File: src/rtl/mbx_pkg.sv
package mbx_pkg;
    localparam int MSG_W       = 31;
    localparam int EXT_W       = 30;
    localparam int DATA_W      = 32;
    localparam int OFS_W       = 7;
    localparam int DONE_EN_LSB = 8;
    localparam logic [OFS_W-1:0] CTL_OFS = 7'h50;

    typedef enum logic [2:0] {
        ACC_NONE,
        ACC_IN_MSG,
        ACC_IN_EXT,
        ACC_OUT_MSG,
        ACC_OUT_EXT,
        ACC_CTL
    } acc_e;
endpackage

File: src/rtl/mbx_addr_dec.sv
module mbx_addr_dec
    import mbx_pkg::*;
#(
    parameter int N = 4,
    localparam int CORE_W = $clog2(N)
) (
    input  logic [OFS_W-1:0]  addr,
    output acc_e              kind,
    output logic [CORE_W-1:0] peer
);
    localparam logic [2:0] N_L = 3'(N);

    always_comb begin
        kind = ACC_NONE;
        peer = addr[4 +: CORE_W];
        if (addr == CTL_OFS) begin
            kind = ACC_CTL;
        end else if (addr[1:0] == 2'b00 && addr[6:4] < N_L) begin
            unique case (addr[3:2])
                2'd0: kind = ACC_IN_MSG;
                2'd1: kind = ACC_IN_EXT;
                2'd2: kind = ACC_OUT_MSG;
                default: kind = ACC_OUT_EXT;
            endcase
        end
    end
endmodule

File: src/rtl/mbx_irq.sv
module mbx_irq #(
    parameter int N = 4
) (
    input  logic [N-1:0][N-1:0] busy,     // [sender][target]
    input  logic [N-1:0][N-1:0] done,     // [sender][target]
    input  logic [N-1:0][N-1:0] en_busy,  // [core][peer]
    input  logic [N-1:0][N-1:0] en_done,  // [core][peer]
    output logic [N-1:0]        irq
);
    for (genvar c = 0; c < N; c++) begin : g_core
        always_comb begin
            irq[c] = 1'b0;
            for (int j = 0; j < N; j++) begin
                if (j != c) begin
                    irq[c] = irq[c]
                           | (busy[j][c] & en_busy[c][j])
                           | (done[c][j] & en_done[c][j]);
                end
            end
        end
    end
endmodule

File: src/rtl/mbx_xbar.sv
module mbx_xbar
    import mbx_pkg::*;
#(
    parameter int N = 4,
    localparam int CORE_W = $clog2(N)
) (
    input  logic              clk,
    input  logic              rst_n,
    input  logic [CORE_W-1:0] bus_core,
    input  logic [6:0]        bus_addr,
    input  logic              bus_wr,
    input  logic              bus_rd,
    input  logic [31:0]       bus_wdata,
    output logic [31:0]       bus_rdata,
    output logic [N-1:0]      irq
);
    typedef struct packed {
        logic [N-1:0][N-1:0]            busy;
        logic [N-1:0][N-1:0]            done;
        logic [N-1:0][N-1:0][MSG_W-1:0] msg;
        logic [N-1:0][N-1:0][EXT_W-1:0] ext;
        logic [N-1:0][N-1:0]            en_busy;
        logic [N-1:0][N-1:0]            en_done;
        logic [DATA_W-1:0]              rdata;
    } st_t;

    st_t st_d, st_q;
    acc_e kind;
    logic [CORE_W-1:0] peer;
    logic self_hit;
    logic [DATA_W-1:0] rd_val;

    mbx_addr_dec #(.N(N)) u_dec (
        .addr (bus_addr),
        .kind (kind),
        .peer (peer)
    );

    assign self_hit = (peer == bus_core);

    always_comb begin
        st_d   = st_q;
        rd_val = '0;

        // read mux: pre-write values
        unique case (kind)
            ACC_IN_MSG:  if (!self_hit) rd_val = {st_q.busy[peer][bus_core], st_q.msg[peer][bus_core]};
            ACC_IN_EXT:  if (!self_hit) rd_val = {2'b00, st_q.ext[peer][bus_core]};
            ACC_OUT_MSG: if (!self_hit) rd_val = {st_q.busy[bus_core][peer], st_q.msg[bus_core][peer]};
            ACC_OUT_EXT: if (!self_hit) rd_val = {1'b0, st_q.done[bus_core][peer], st_q.ext[bus_core][peer]};
            ACC_CTL: begin
                rd_val[N-1:0]             = st_q.en_busy[bus_core];
                rd_val[DONE_EN_LSB +: N]  = st_q.en_done[bus_core];
            end
            default: rd_val = '0;
        endcase
        st_d.rdata = bus_rd ? rd_val : '0;

        if (bus_wr) begin
            unique case (kind)
                ACC_OUT_MSG: begin
                    if (!self_hit && bus_wdata[31] && !st_q.busy[bus_core][peer]) begin
                        st_d.busy[bus_core][peer] = 1'b1;
                        st_d.msg[bus_core][peer]  = bus_wdata[MSG_W-1:0];
                    end
                end
                ACC_OUT_EXT: begin
                    if (!self_hit) begin
                        if (!st_q.busy[bus_core][peer])
                            st_d.ext[bus_core][peer] = bus_wdata[EXT_W-1:0];
                        if (bus_wdata[30])
                            st_d.done[bus_core][peer] = 1'b0;
                    end
                end
                ACC_IN_MSG: begin
                    if (!self_hit && bus_wdata[31] && st_q.busy[peer][bus_core]) begin
                        st_d.busy[peer][bus_core] = 1'b0;
                        st_d.done[peer][bus_core] = 1'b1;
                    end
                end
                ACC_CTL: begin
                    for (int j = 0; j < N; j++) begin
                        st_d.en_busy[bus_core][j] = (CORE_W'(j) != bus_core) & bus_wdata[j];
                        st_d.en_done[bus_core][j] = (CORE_W'(j) != bus_core) & bus_wdata[DONE_EN_LSB + j];
                    end
                end
                default: ;
            endcase
        end
    end

    always_ff @(posedge clk or negedge rst_n) begin
        if (!rst_n) st_q <= '0;
        else        st_q <= st_d;
    end

    mbx_irq #(.N(N)) u_irq (
        .busy    (st_q.busy),
        .done    (st_q.done),
        .en_busy (st_q.en_busy),
        .en_done (st_q.en_done),
        .irq     (irq)
    );

    assign bus_rdata = st_q.rdata;
endmodule

File: config.mk
export PLATFORM = sky130hd
export DESIGN_NAME = mbx_xbar
export DESIGN_NICKNAME = d
export VERILOG_FILES = /design/src/rtl/mbx_pkg.sv /design/src/rtl/mbx_addr_dec.sv /design/src/rtl/mbx_irq.sv /design/src/rtl/mbx_xbar.sv
export SDC_FILE = /design/constraint.sdc
export NUM_CORES = 2
export LEC_CHECK = 0
export BUFFER_PORTS_ARGS = -buffer_cell sky130_fd_sc_hd__buf_4
export CAP_MARGIN = 20
export CELL_PAD_IN_SITES_DETAIL_PLACEMENT = 1
export CELL_PAD_IN_SITES_GLOBAL_PLACEMENT = 1
export CORE_MARGIN = 2
export CORE_UTILIZATION = 50
export CTS_CLUSTER_SIZE = 10
export DETAILED_ROUTE_END_ITERATION = 12
export GPL_TIMING_DRIVEN = 0
export MAX_ROUTING_LAYER = met4
export PLACE_DENSITY_LB_ADDON = 0.1
export SYNTH_ARGS = -nofsm -noshare
export SYNTH_HDL_FRONTEND = slang
export SYNTH_SLANG_ARGS = --single-unit
File: constraint.sdc
create_clock -name clk -period 3 [get_ports clk]
set_input_delay 0.6 -clock clk [delete_from_list [all_inputs] [get_ports clk]]
set_output_delay 0.6 -clock clk [all_outputs]
set_load 0.05 [all_outputs]
==> out/qor_table.md <==
| Quantity | Reported | Unit |
| --- | --- | --- |
| Clock latency on the worst-skew pair | 0.80 | ns |
| RSZ-0062 raised after global routing | yes | - |
| Last weighted congestion value of the routability-driven placer | 1.03 | - |
| Outcome | finished, violations left | - |
| Post-Synthesis Cells | 3758 | - |
| Leading cell types in the layout, fill and taps excluded | 1072 x dfrtp_1, 455 x mux4_2, 397 x mux2_2 | - |
| Post-route DRC violation count | 0 | - |
| Antenna violations before repair | 27 | - |
| Most frequent standard cell in the layout excluding fill and tap cells | dfrtp_1 | - |
| Io pins | 81 | - |
| Area added between synthesis and finish | 14.7 | % |
| Synthesized flop and latch total | 1072 | - |
| Final slew viol count | 0 | - |
| Initial DRT Pass Iterations | 9 | - |
| Clock tree root buffer cell | clkbuf_16 | - |
| First-pass GRT wire length | 355000 | um |
| Final design instance area without fill | 0.0635 | sq mm |
| DIE HEIGHT | 337 | um |
| Worst min-delay path startpoint | bus_wdata[14] | - |
| Tot Pwr | 32.8 | mW |
| Htree depth | 4 | - |
| Post-detailed-route wirelength per cell | 46.8 | um |
| Count of max-cap constraint violations | 0 | - |
| Worst setup slack after layout | -0.223 | ns |
| Measured slew at the worst slew-check pin | 1.41 | ns |
| Post-detailed-placement half-perimeter wirelength | 175000 | um |
| Shortest clock period the worst path allows after layout | 3.22 | ns |
| Top_reg_cell synth | dfrtp_1 | - |
| Number of nets in the layout | 4069 | - |
| Number of setup violations in the final report | 204 | - |
| Synth warn | 0 | - |
| Hold WS | 0.0875 | ns |
| Post-Route Utilization | 57.6 | % |
| Post-synthesis simple-gate area fraction | 2.91 | % |
| Number of vias after detailed routing | 41400 | - |
| Syn Nets | 3806 | - |
| Starting Density | 50.3 | % |
| Post-route fraction of the period consumed by the critical path | 107 | % |
| Dominant combinational cell family by area after synthesis | multiplexers | - |
| CTS tree | yes | - |
| Worst hold path cell count | 2 | - |
| Detailed-route wire length | 262000 | um |
| DIE WIDTH | 337 | um |
| Number of sinks on the clock net | 1072 | - |
| Number of buffer cells added on primary ports | 79 | - |
| Vias per cell | 7.38 | - |
| Endpoint of the worst hold path | st_q[408]$_DFFE_PN0P_ | - |
| Clock transition at path regs | 0.06 | ns |
| Remaining max-slew budget at the tightest pin | 6.03 | % |
| Aggregate global routing overflow | 0 | - |
| Share of the synthesized area in compound gates (AO/OA/AOI/OAI) | 6.11 | % |
| CP endpoint kind | register | - |
| Post-synthesis adder-cell area fraction | 0.0678 | % |
| Drt first-iter violations | 6547 | - |
| Maximum fanout count along the critical path | 10 | - |
| Reg-to-reg critical path startpoint | st_q[1062]$_DFFE_PN0P_ | - |
| Worst hold path class | input port to register | - |
| Combined area of all synthesized cells | 0.0554 | sq mm |
| Crit path kind | input port to register | - |
| Sort of element at the start of the critical path | input port | - |
| Register-to-Register Path Depth | 7 | - |
| Fraction of layout instances using a drive strength above 1 | 40.8 | % |
| Pleak | 29.0 | nW |
| Buffer depth of the longest clock path | 3 | - |
| FFs w/ async S/R, synth | 100 | % |
| Worst slack at placement | -1.94 | ns |
| Upper clock frequency limit | 310 | MHz |
| Post-synthesis share of cell area spent on xor and xnor gates | 0 | % |
| Crit path arrival time | 3.85 | ns |
| Slack of the worst reg-to-reg path | 0.01 | ns |
| Final hold vios | 0 | - |
| Sequential share of the synthesized area | 48.4 | % |
| Cts bufs inserted | 131 | - |
| Reg2Reg Capture Point | st_q[980]$_DFFE_PN0P_ | - |
| Total global routing track utilization | 48.5 | % |
| Number of global-route vias before repair | 41200 | - |
| Largest net degree at the start of global routing | 168 | - |
| Average cell area after synthesis | 14.7 | sq um |
| Placed cell area | 0.0589 | sq mm |
| Worst vdd ir | 0.571 | mV |
| Number of enable flip-flop cells after synthesis | 0 | - |
| Endpoint required time on the critical path | 3.63 | ns |
| Die area | 0.113 | sq mm |
| Core outline area | 0.110 | sq mm |
| Count of cell types in the netlist | 78 | - |
| Remaining number of nets flagged by the antenna check after routing | 0 | - |
| Multiplexer fraction of the synthesized cell area | 36.6 | % |
| Layout Skew | 0.0333 | ns |
| Violated checks | setup timing | - |
| Pwr dens | 516 | mW/mm^2 |
| Count of standard-cell rows | 122 | - |
cells in the mapped netlist (all sizes together) (19+ instances only):
cell | count | area [sq um]
dfrtp | 1072 | 26800
mux2 | 775 | 9400
mux4 | 456 | 10300
clkbuf | 381 | 1430
buf | 237 | 1810
a22oi | 110 | 826
nand2 | 108 | 408
a21oi | 81 | 405
nor2 | 71 | 367
mux2i | 58 | 593
a22o | 46 | 403
a221oi | 34 | 298
nand3 | 33 | 165
o21ai | 33 | 165
o22ai | 32 | 200
a31oi | 21 | 131
nor3 | 20 | 115
and2 | 19 | 119
what timing repair did:
action                                 4_1_cts  5_1_grt
endpoints found under the hold margin       86        0
setup buffers                                0        1
setup endpoints to repair                  362      474
gates cloned                                 0        1
hold buffers                                 2        0
pin swaps                                    0        2
resized for setup                          147       48
critical path, stage by stage:
cell	delay [ns]
buf_4	0.13
buf_4	0.22
and2_1	0.16
clkbuf_1	0.96
clkbuf_2	0.76
a22oi_1	0.23
a21oi_1	0.24
a21oi_1	0.08
a31oi_2	0.45
final cells by class:
class / instances / area (sq um)
clock inverter: 6 / 98.8
fill: 10400 / 46700
inverter: 6 / 27.5
tap: 1488 / 1860
buffer: 608 / 3630
sequential: 1072 / 26800
multi-input combinational: 2062 / 25500
antenna: 43 / 108
clock buffer: 181 / 3750
timing repair buffer: 140 / 1680
layer usage:
layer	routed length [um]	global-route usage, %
met3	38000	24.1
met1	94700	58.2
met4	23000	36.4
met2	107000	61.7
met5	0	-
logic make-up (layout without fill, tap and decap cells):
group | count (synthesis) | count (layout)
AOI/OAI and AO/OA | 455 | 455
other | 0 | 43
adders and majority gates | 3 | 3
muxes | 1289 | 1289
DFF | 1072 | 1072
buffers and inverters | 624 | 941
and+or+nand+nor | 315 | 315
registers in the layout (all words and copies together) (netlist names), named ones only:
name,cells
bus_rdata,32
st_q,1032
power by group:
group | switching, mW | leakage (nW) | total, mW | internal (mW)
registers | 0.0837 | 15.0 | 14.6 | 14.6
logic | 2.22 | 12.2 | 2.98 | 0.757
clock network | 6.39 | 1.88 | 15.1 | 8.76
total | 8.69 | 29.0 | 32.8 | 24.1
stage by stage:
stage	cells	TNS, ns
after floorplan	3758	0
after global placement	5325	-
after detailed placement	5380	-638.88
after CTS	5564	-1.45
after global routing	5592	-0.0784
final	5606	-14.74
worst max-delay path by stage:
stage,from,end,slack [ns],cells past startpoint
finish,bus_core[1],bus_rdata[12]$_DFF_PN0_,-0.22,9
global route,bus_addr[4],bus_rdata[12]$_DFF_PN0_,-0.04,10
CTS,bus_addr[2],st_q[500]$_DFFE_PN0P_,-0.05,12
detailed placement,bus_addr[4],bus_rdata[9]$_DFF_PN0_,-1.94,13
global placement,rst_n,st_q[995]$_DFFE_PN0P_,-11.85,1
floorplan,bus_addr[2],st_q[394]$_DFFE_PN0P_,0.18,10
No activity file was read; power rests on OpenSTA's default activity.
